### src/rtl/conv_sched_pkg.sv
package conv_sched_pkg;

    typedef enum logic [2:0] {
        RATE_OFF   = 3'd0,
        RATE_64S   = 3'd1,
        RATE_32S   = 3'd2,
        RATE_16S   = 3'd3,
        RATE_4S    = 3'd4,
        RATE_1S    = 3'd5,
        RATE_250MS = 3'd6,
        RATE_125MS = 3'd7
    } rate_e;

    typedef enum logic [1:0] {
        RES_8B  = 2'd0,
        RES_9B  = 2'd1,
        RES_10B = 2'd2,
        RES_12B = 2'd3
    } res_e;

    typedef struct packed {
        rate_e rate;
        res_e  res;
    } sched_cfg_t;

    localparam rate_e RATE_DEFAULT   = RATE_1S;
    localparam res_e  RES_DEFAULT    = RES_12B;
    localparam int    MAX_PERIOD_MUL = 512;
    localparam int    MAX_CONV_MUL   = 16;

    // period length in units of the 125 ms base
    function automatic int period_mult(rate_e r);
        case (r)
            RATE_64S:   return 512;
            RATE_32S:   return 256;
            RATE_16S:   return 128;
            RATE_4S:    return 32;
            RATE_1S:    return 8;
            RATE_250MS: return 2;
            RATE_125MS: return 1;
            default:    return 0;
        endcase
    endfunction

    // conversion length doubles per added bit; 12 bits = 2^4 of the 8-bit time
    function automatic int conv_mult(res_e r);
        case (r)
            RES_8B:  return 1;
            RES_9B:  return 2;
            RES_10B: return 4;
            default: return 16;
        endcase
    endfunction

    // fraction bits below the active resolution
    function automatic int drop_bits(res_e r);
        case (r)
            RES_8B:  return 4;
            RES_9B:  return 3;
            RES_10B: return 2;
            default: return 0;
        endcase
    endfunction

endpackage

### src/rtl/cs_rate_timer.sv
module cs_rate_timer
    import conv_sched_pkg::*;
#(
    parameter int PERIOD_BASE_TICKS = 500
) (
    input  logic  clk,
    input  logic  rst,
    input  logic  tick,
    input  logic  cfg_wr,
    input  rate_e cfg_rate,
    input  logic  en_wr,
    input  logic  en_val,
    input  logic  start_go,
    output rate_e rate_q,
    output logic  pending
);
    localparam int PW = $clog2(MAX_PERIOD_MUL * PERIOD_BASE_TICKS + 1);

    logic [PW-1:0] pcnt;
    logic [PW-1:0] plen;
    logic          expire;

    always_comb begin
        plen   = PW'(period_mult(rate_q) * PERIOD_BASE_TICKS);
        expire = (rate_q != RATE_OFF) && tick && (pcnt == plen - PW'(1));
    end

    always_ff @(posedge clk) begin
        if (rst) begin
            rate_q  <= RATE_DEFAULT;
            pcnt    <= '0;
            pending <= 1'b1;
        end else if (en_wr) begin
            rate_q  <= en_val ? RATE_DEFAULT : RATE_OFF;
            pcnt    <= '0;
            pending <= en_val;
        end else if (cfg_wr) begin
            rate_q  <= cfg_rate;
            pcnt    <= '0;
            pending <= (cfg_rate != RATE_OFF);
        end else begin
            if (start_go)
                pending <= 1'b0;
            if (rate_q != RATE_OFF && tick) begin
                if (expire) begin
                    pcnt    <= '0;
                    pending <= 1'b1;
                end else begin
                    pcnt <= pcnt + PW'(1);
                end
            end
        end
    end

    assert_shutdown_no_request_R6: assert property (@(posedge clk) disable iff (rst)
        (rate_q == RATE_OFF) |-> !pending);

    assert_expiry_kept_R5: assert property (@(posedge clk) disable iff (rst)
        (expire && !en_wr && !cfg_wr) |=> pending);

    assert_enable_default_R8: assert property (@(posedge clk) disable iff (rst)
        (en_wr && en_val) |=> (rate_q == RATE_1S && pending));

    assert_stall_holds_R11: assert property (@(posedge clk) disable iff (rst)
        (!tick && !en_wr && !cfg_wr) |=> $stable(pcnt));

endmodule

### src/rtl/cs_conv_timer.sv
module cs_conv_timer
    import conv_sched_pkg::*;
#(
    parameter int CONV_BASE_TICKS = 35
) (
    input  logic clk,
    input  logic rst,
    input  logic tick,
    input  logic cfg_wr,
    input  res_e cfg_res,
    input  logic start_go,
    output logic conv_start,
    output logic busy,
    output logic conv_done,
    output logic finishing,
    output res_e res_lat
);
    localparam int CW = $clog2(MAX_CONV_MUL * CONV_BASE_TICKS + 1);

    res_e          res_q;
    logic [CW-1:0] cnt;

    assign finishing = busy && tick && (cnt == CW'(1));

    always_ff @(posedge clk) begin
        if (rst) begin
            res_q      <= RES_DEFAULT;
            res_lat    <= RES_DEFAULT;
            cnt        <= '0;
            busy       <= 1'b0;
            conv_start <= 1'b0;
            conv_done  <= 1'b0;
        end else begin
            conv_start <= start_go;
            conv_done  <= 1'b0;
            if (cfg_wr)
                res_q <= cfg_res;
            if (start_go) begin
                busy    <= 1'b1;
                res_lat <= res_q;
                cnt     <= CW'(conv_mult(res_q) * CONV_BASE_TICKS);
            end else if (busy && tick) begin
                if (finishing) begin
                    busy      <= 1'b0;
                    conv_done <= 1'b1;
                end else begin
                    cnt <= cnt - CW'(1);
                end
            end
        end
    end

    assert_start_from_idle_R4: assert property (@(posedge clk) disable iff (rst)
        conv_start |-> (busy && !$past(busy)));

    assert_done_ends_busy_R4: assert property (@(posedge clk) disable iff (rst)
        conv_done |-> (!busy && $past(busy)));

    assert_done_single_R4: assert property (@(posedge clk) disable iff (rst)
        conv_done |=> !conv_done);

    assert_busy_blocks_start_R7: assert property (@(posedge clk) disable iff (rst)
        busy |=> !conv_start);

    assert_res_held_R10: assert property (@(posedge clk) disable iff (rst)
        (busy && !conv_start) |-> $stable(res_lat));

    assert_no_tick_no_done_R11: assert property (@(posedge clk) disable iff (rst)
        (busy && !tick) |=> !conv_done);

endmodule

### src/rtl/cs_result_cap.sv
module cs_result_cap
    import conv_sched_pkg::*;
#(
    parameter int DATA_W = 12
) (
    input  logic              clk,
    input  logic              rst,
    input  logic              capture,
    input  res_e              res_sel,
    input  logic [DATA_W-1:0] raw,
    output logic [DATA_W-1:0] result
);
    logic [DATA_W-1:0] keep;

    assign keep = {DATA_W{1'b1}} << drop_bits(res_sel);

    always_ff @(posedge clk) begin
        if (rst)
            result <= '0;
        else if (capture)
            result <= raw & keep;
    end

    assert_result_only_at_done_R9: assert property (@(posedge clk) disable iff (rst)
        !capture |=> $stable(result));

    assert_result_rounded_R9: assert property (@(posedge clk) disable iff (rst)
        capture |=> ((result & ~$past(keep)) == '0));

endmodule

### src/rtl/conv_sched.sv
module conv_sched
    import conv_sched_pkg::*;
#(
    parameter int PERIOD_BASE_TICKS = 500,
    parameter int CONV_BASE_TICKS   = 35,
    parameter int DATA_W            = 12
) (
    input  logic              clk,
    input  logic              rst,
    input  logic              tick,
    input  logic              cfg_wr,
    input  logic [2:0]        cfg_rate,
    input  logic [1:0]        cfg_res,
    input  logic              en_wr,
    input  logic              en_val,
    input  logic              os_req,
    input  logic [DATA_W-1:0] raw_in,
    output logic              conv_start,
    output logic              conv_done,
    output logic              busy,
    output logic [DATA_W-1:0] result
);
    sched_cfg_t wcfg;
    rate_e      rate_q;
    res_e       res_lat;
    logic       pending;
    logic       start_go;
    logic       finishing;
    logic       shutdown;

    assign wcfg     = '{rate: rate_e'(cfg_rate), res: res_e'(cfg_res)};
    assign shutdown = (rate_q == RATE_OFF);
    assign start_go = !busy && (pending || (shutdown && os_req));

    cs_rate_timer #(.PERIOD_BASE_TICKS(PERIOD_BASE_TICKS)) u_rate (
        .clk      (clk),
        .rst      (rst),
        .tick     (tick),
        .cfg_wr   (cfg_wr),
        .cfg_rate (wcfg.rate),
        .en_wr    (en_wr),
        .en_val   (en_val),
        .start_go (start_go),
        .rate_q   (rate_q),
        .pending  (pending)
    );

    cs_conv_timer #(.CONV_BASE_TICKS(CONV_BASE_TICKS)) u_conv (
        .clk        (clk),
        .rst        (rst),
        .tick       (tick),
        .cfg_wr     (cfg_wr),
        .cfg_res    (wcfg.res),
        .start_go   (start_go),
        .conv_start (conv_start),
        .busy       (busy),
        .conv_done  (conv_done),
        .finishing  (finishing),
        .res_lat    (res_lat)
    );

    cs_result_cap #(.DATA_W(DATA_W)) u_cap (
        .clk     (clk),
        .rst     (rst),
        .capture (finishing),
        .res_sel (res_lat),
        .raw     (raw_in),
        .result  (result)
    );

    assert_oneshot_start_R6: assert property (@(posedge clk) disable iff (rst)
        (shutdown && os_req && !busy) |=> conv_start);

    assert_oneshot_ignored_R7: assert property (@(posedge clk) disable iff (rst)
        (busy && os_req) |=> !conv_start);

endmodule

### config.mk
export PLATFORM = sky130hd
export DESIGN_NAME = conv_sched
export DESIGN_NICKNAME = d
export VERILOG_FILES = /design/src/rtl/conv_sched_pkg.sv /design/src/rtl/cs_rate_timer.sv /design/src/rtl/cs_conv_timer.sv /design/src/rtl/cs_result_cap.sv /design/src/rtl/conv_sched.sv
export SDC_FILE = /design/constraint.sdc
export NUM_CORES = 1
export LEC_CHECK = 0
export BUFFER_PORTS_ARGS = -buffer_cell sky130_fd_sc_hd__buf_2
export CAP_MARGIN = 20
export CORE_MARGIN = 2
export CORE_UTILIZATION = 45
export DETAILED_ROUTE_END_ITERATION = 7
export GPL_ROUTABILITY_DRIVEN = 0
export PLACE_DENSITY = 0.62
export SLEW_MARGIN = 15
export SYNTH_ARGS = -nofsm -noshare
export SYNTH_HDL_FRONTEND = slang
export SYNTH_HIERARCHICAL = 1
export SYNTH_SLANG_ARGS = --single-unit
export TNS_END_PERCENT = 100
### constraint.sdc
create_clock -name clk -period 6.65 [get_ports clk]
set_clock_uncertainty 0.05 [all_clocks]
set_input_delay 0 -clock clk [delete_from_list [all_inputs] [get_ports clk]]
set_output_delay 0 -clock clk [all_outputs]
set_load 0.005 [all_outputs]
==> impl_metrics.ini <==
[outcome]
status = finished, final reports clean

[setup_path]
cpPeakStageDelay_ns = 0.55
crit_start = u_rate/rate_q[2]
worstPathArrival_ns = 6.20
cp_max_fo = 8
critPathLaunchType = register
cp.required_ns = 6.80
critical_path.top_delay_family = adder cells
critPathCaptureType = register
r2r-start = u_rate/rate_q[2]
crit_type = register to register
crit_chain = or2b_1, inv_1, and2_1, ha_1, inv_1, fa_1, inv_1, fa_1, fa_1, a2111o_1, a221oi_1, nor4b_1, or4_4, xnor2_1, xnor2_1, o31ai_1, a221o_1, dlygate4sd3_1
slowest_stage = fa_1
cp_num_buf_inv = 4

[sta]
rsz0062_at_grt = no
max_freq_mhz = 165
drv_slew = 0
setup_viol = 0
fin_crit_sh_pct = 91.0
period_minus_slack_ns = 6.05
finalHoldViolCount = 0
fin_setup_tns_ns = 0
relSlewSlack_pct = 37.8
tightestPinTransition_ns = 0.933

[floorplan]
ioPinCount = 39
die_h_um = 97.6
die_x_um = 97.6
row_count = 34
start_util_pct = 45.9
die_area_mm2 = 0.00953
core_mm2 = 0.00859

[placed_design]
hpwl_um = 6770
numPortBuffers = 38
dp.cells = 586

[job]
maxCapViolations = 0

[synth]
yosysWarnings = 6
ys_seq_area_share_pct = 25.9
syn_area_per_cell_um2 = 8.68
synthArstFlopShare_pct = 0
synth_edf_count = 0
ys_ff_latch = 51
yosysUniqueCellTypes = 71
synth_area_mm2 = 0.00394
netlist_instances = 454
synth-main-ff-cell = dfxtp_1

[grt]
antenna_found_initial = 0
grt_pass1_wl_um = 15700
overflow = 0
gr-usage-all-layers_pct = 19.6
grt_pass1_vias = 3374
grt_max_degree = 26

[cells_and_area]
layout_common_cells = dfxtp_1 (51), nor2_1 (45), ha_1 (40)
seqCellArea_mm2 = 0.00102
final_common_cell = dfxtp_1
design.final.nets = 578
drive_gt1_share_pct = 14.4
nFillCells = 814
area_growth_pct = 14.9
multiInputGateArea_mm2 = 0.00269
antenna_cells = 0
fin_cells = 615

[worst_hold_path]
min_from = cfg_wr
hold_path_class = input pin to register

[routing]
drt-pass1-iter-count = 4
postRouteAntennaNets = 0
avgViaCountPerCell = 5.40
drt-total-wl_um = 8910
first_iter_violations = 130
drc = 0
vias = 3318
wl_per_cell_um = 14.5

[clock_tree]
cts_tree = yes
clk_latency_ns = 0.31
post_cts_buffers = 0
clkTransAtPathRegs_ns = 0.10
root_buffer = clkbuf_8
htree_num_levels = 2
numCtsBuffers = 5
clkSinkCount = 51
clk_path_buf_depth = 2

[power_and_ir_drop]
power_density_mw_per_mm2 = 203
p_leak_uw = 0.00187
peakVddDrop_mv = 0.124
-- path summary, 6_finish.rpt --
kind         cells past startpoint  slack [ns]               to
max                             18        0.60   u_rate/pending
min                              3        0.02  u_conv/res_q[0]
max reg2reg                     18        0.60   u_rate/pending
min reg2reg                      2        0.43  u_cap/result[2]
-- final cells by class --
cell class,count,share of cell area [%]
Timing Repair Buffer,62,9.34
Tap cell,108,2.98
Clock inverter,3,1.57
Sequential cell,51,22.5
Clock buffer,5,1.52
Multi-Input combinational cell,354,59.4
Inverter,32,2.65
-- synth_stat cells, types with 8 or more instances --
master    count  share of area (%)
clkbuf_1     11                1.0
dfxtp_1      51                 26
o21ai_0       9                1.1
xnor2_1      30                6.7
ha_1         40                 13
xor2_1       12                2.7
nand2_1      31                3.0
nor3_1       12                1.5
nor2_1       45                4.3
fa_1          8                4.1
mux2i_1      15                3.8
inv_1        32                3.0
nand3_1      11                1.4
a21oi_1      21                2.7
nand4_1       9                1.4
-- flip-flops by register name (all words and copies together), names as in the netlist --
name,cells
u_cap/result,12
u_conv/busy,1
u_conv/cnt,10
u_conv/conv_done,1
u_conv/conv_start,1
u_conv/res_lat,2
u_conv/res_q,2
u_rate/pcnt,18
u_rate/pending,1
u_rate/rate_q,3
-- repair_timing --
action	in CTS	in global routing
gates resized for setup	0	0
endpoints found under the hold margin	18	0
hold buffers	21	0
-- power breakdown --
part | switching, uW | total [uW] | internal [uW]
Clock | 111 | 264 | 153
Sequential | 14.4 | 332 | 317
Combinational | 178 | 323 | 145
-- tightest hold or removal path, cell delays in order --
cell	delay (ns)
buf_2	0.17
nand2_1	0.08
o211ai_1	0.07
-- cells by family after synthesis --
family,share of synthesized area [%]
XOR/XNOR,9.90
buffers and inverters,6.25
AND/OR/NAND/NOR,21.8
adder cells (fa/ha/maj),16.8
flip-flops,25.9
other,0.190
multiplexers,3.81
AO/OA/AOI/OAI,15.4
-- metal layers --
metal / GRT usage (%) / part of all wire, % / wire length, um
met4: 4.91 / 1.5 / 132
met2: 35.1 / 49 / 4330
met5: 0 / 0 / 0
met3: 3.09 / 4.1 / 366
met1: 24.6 / 46 / 4080
-- through the flow --
| step | hold WS, ns | area, um^2 | power (uW) | worst slack [ns] | util, % |
|---|---|---|---|---|---|
| global placement | 0.164 | 4180 | 645 | 1.05 | 48.6 |
| detailed placement | 0.168 | 4180 | 649 | 1.01 | 48.6 |
| CTS | 0.0133 | 4530 | 926 | 0.620 | 52.7 |
| finish | 0.0211 | 4530 | 919 | 0.598 | 52.7 |
| floorplan | 0.0191 | 3960 | 588 | 1.56 | - |
| global route | 0.0584 | 4530 | 981 | 0.259 | 52.7 |
Power figures use the tool's default switching activity.
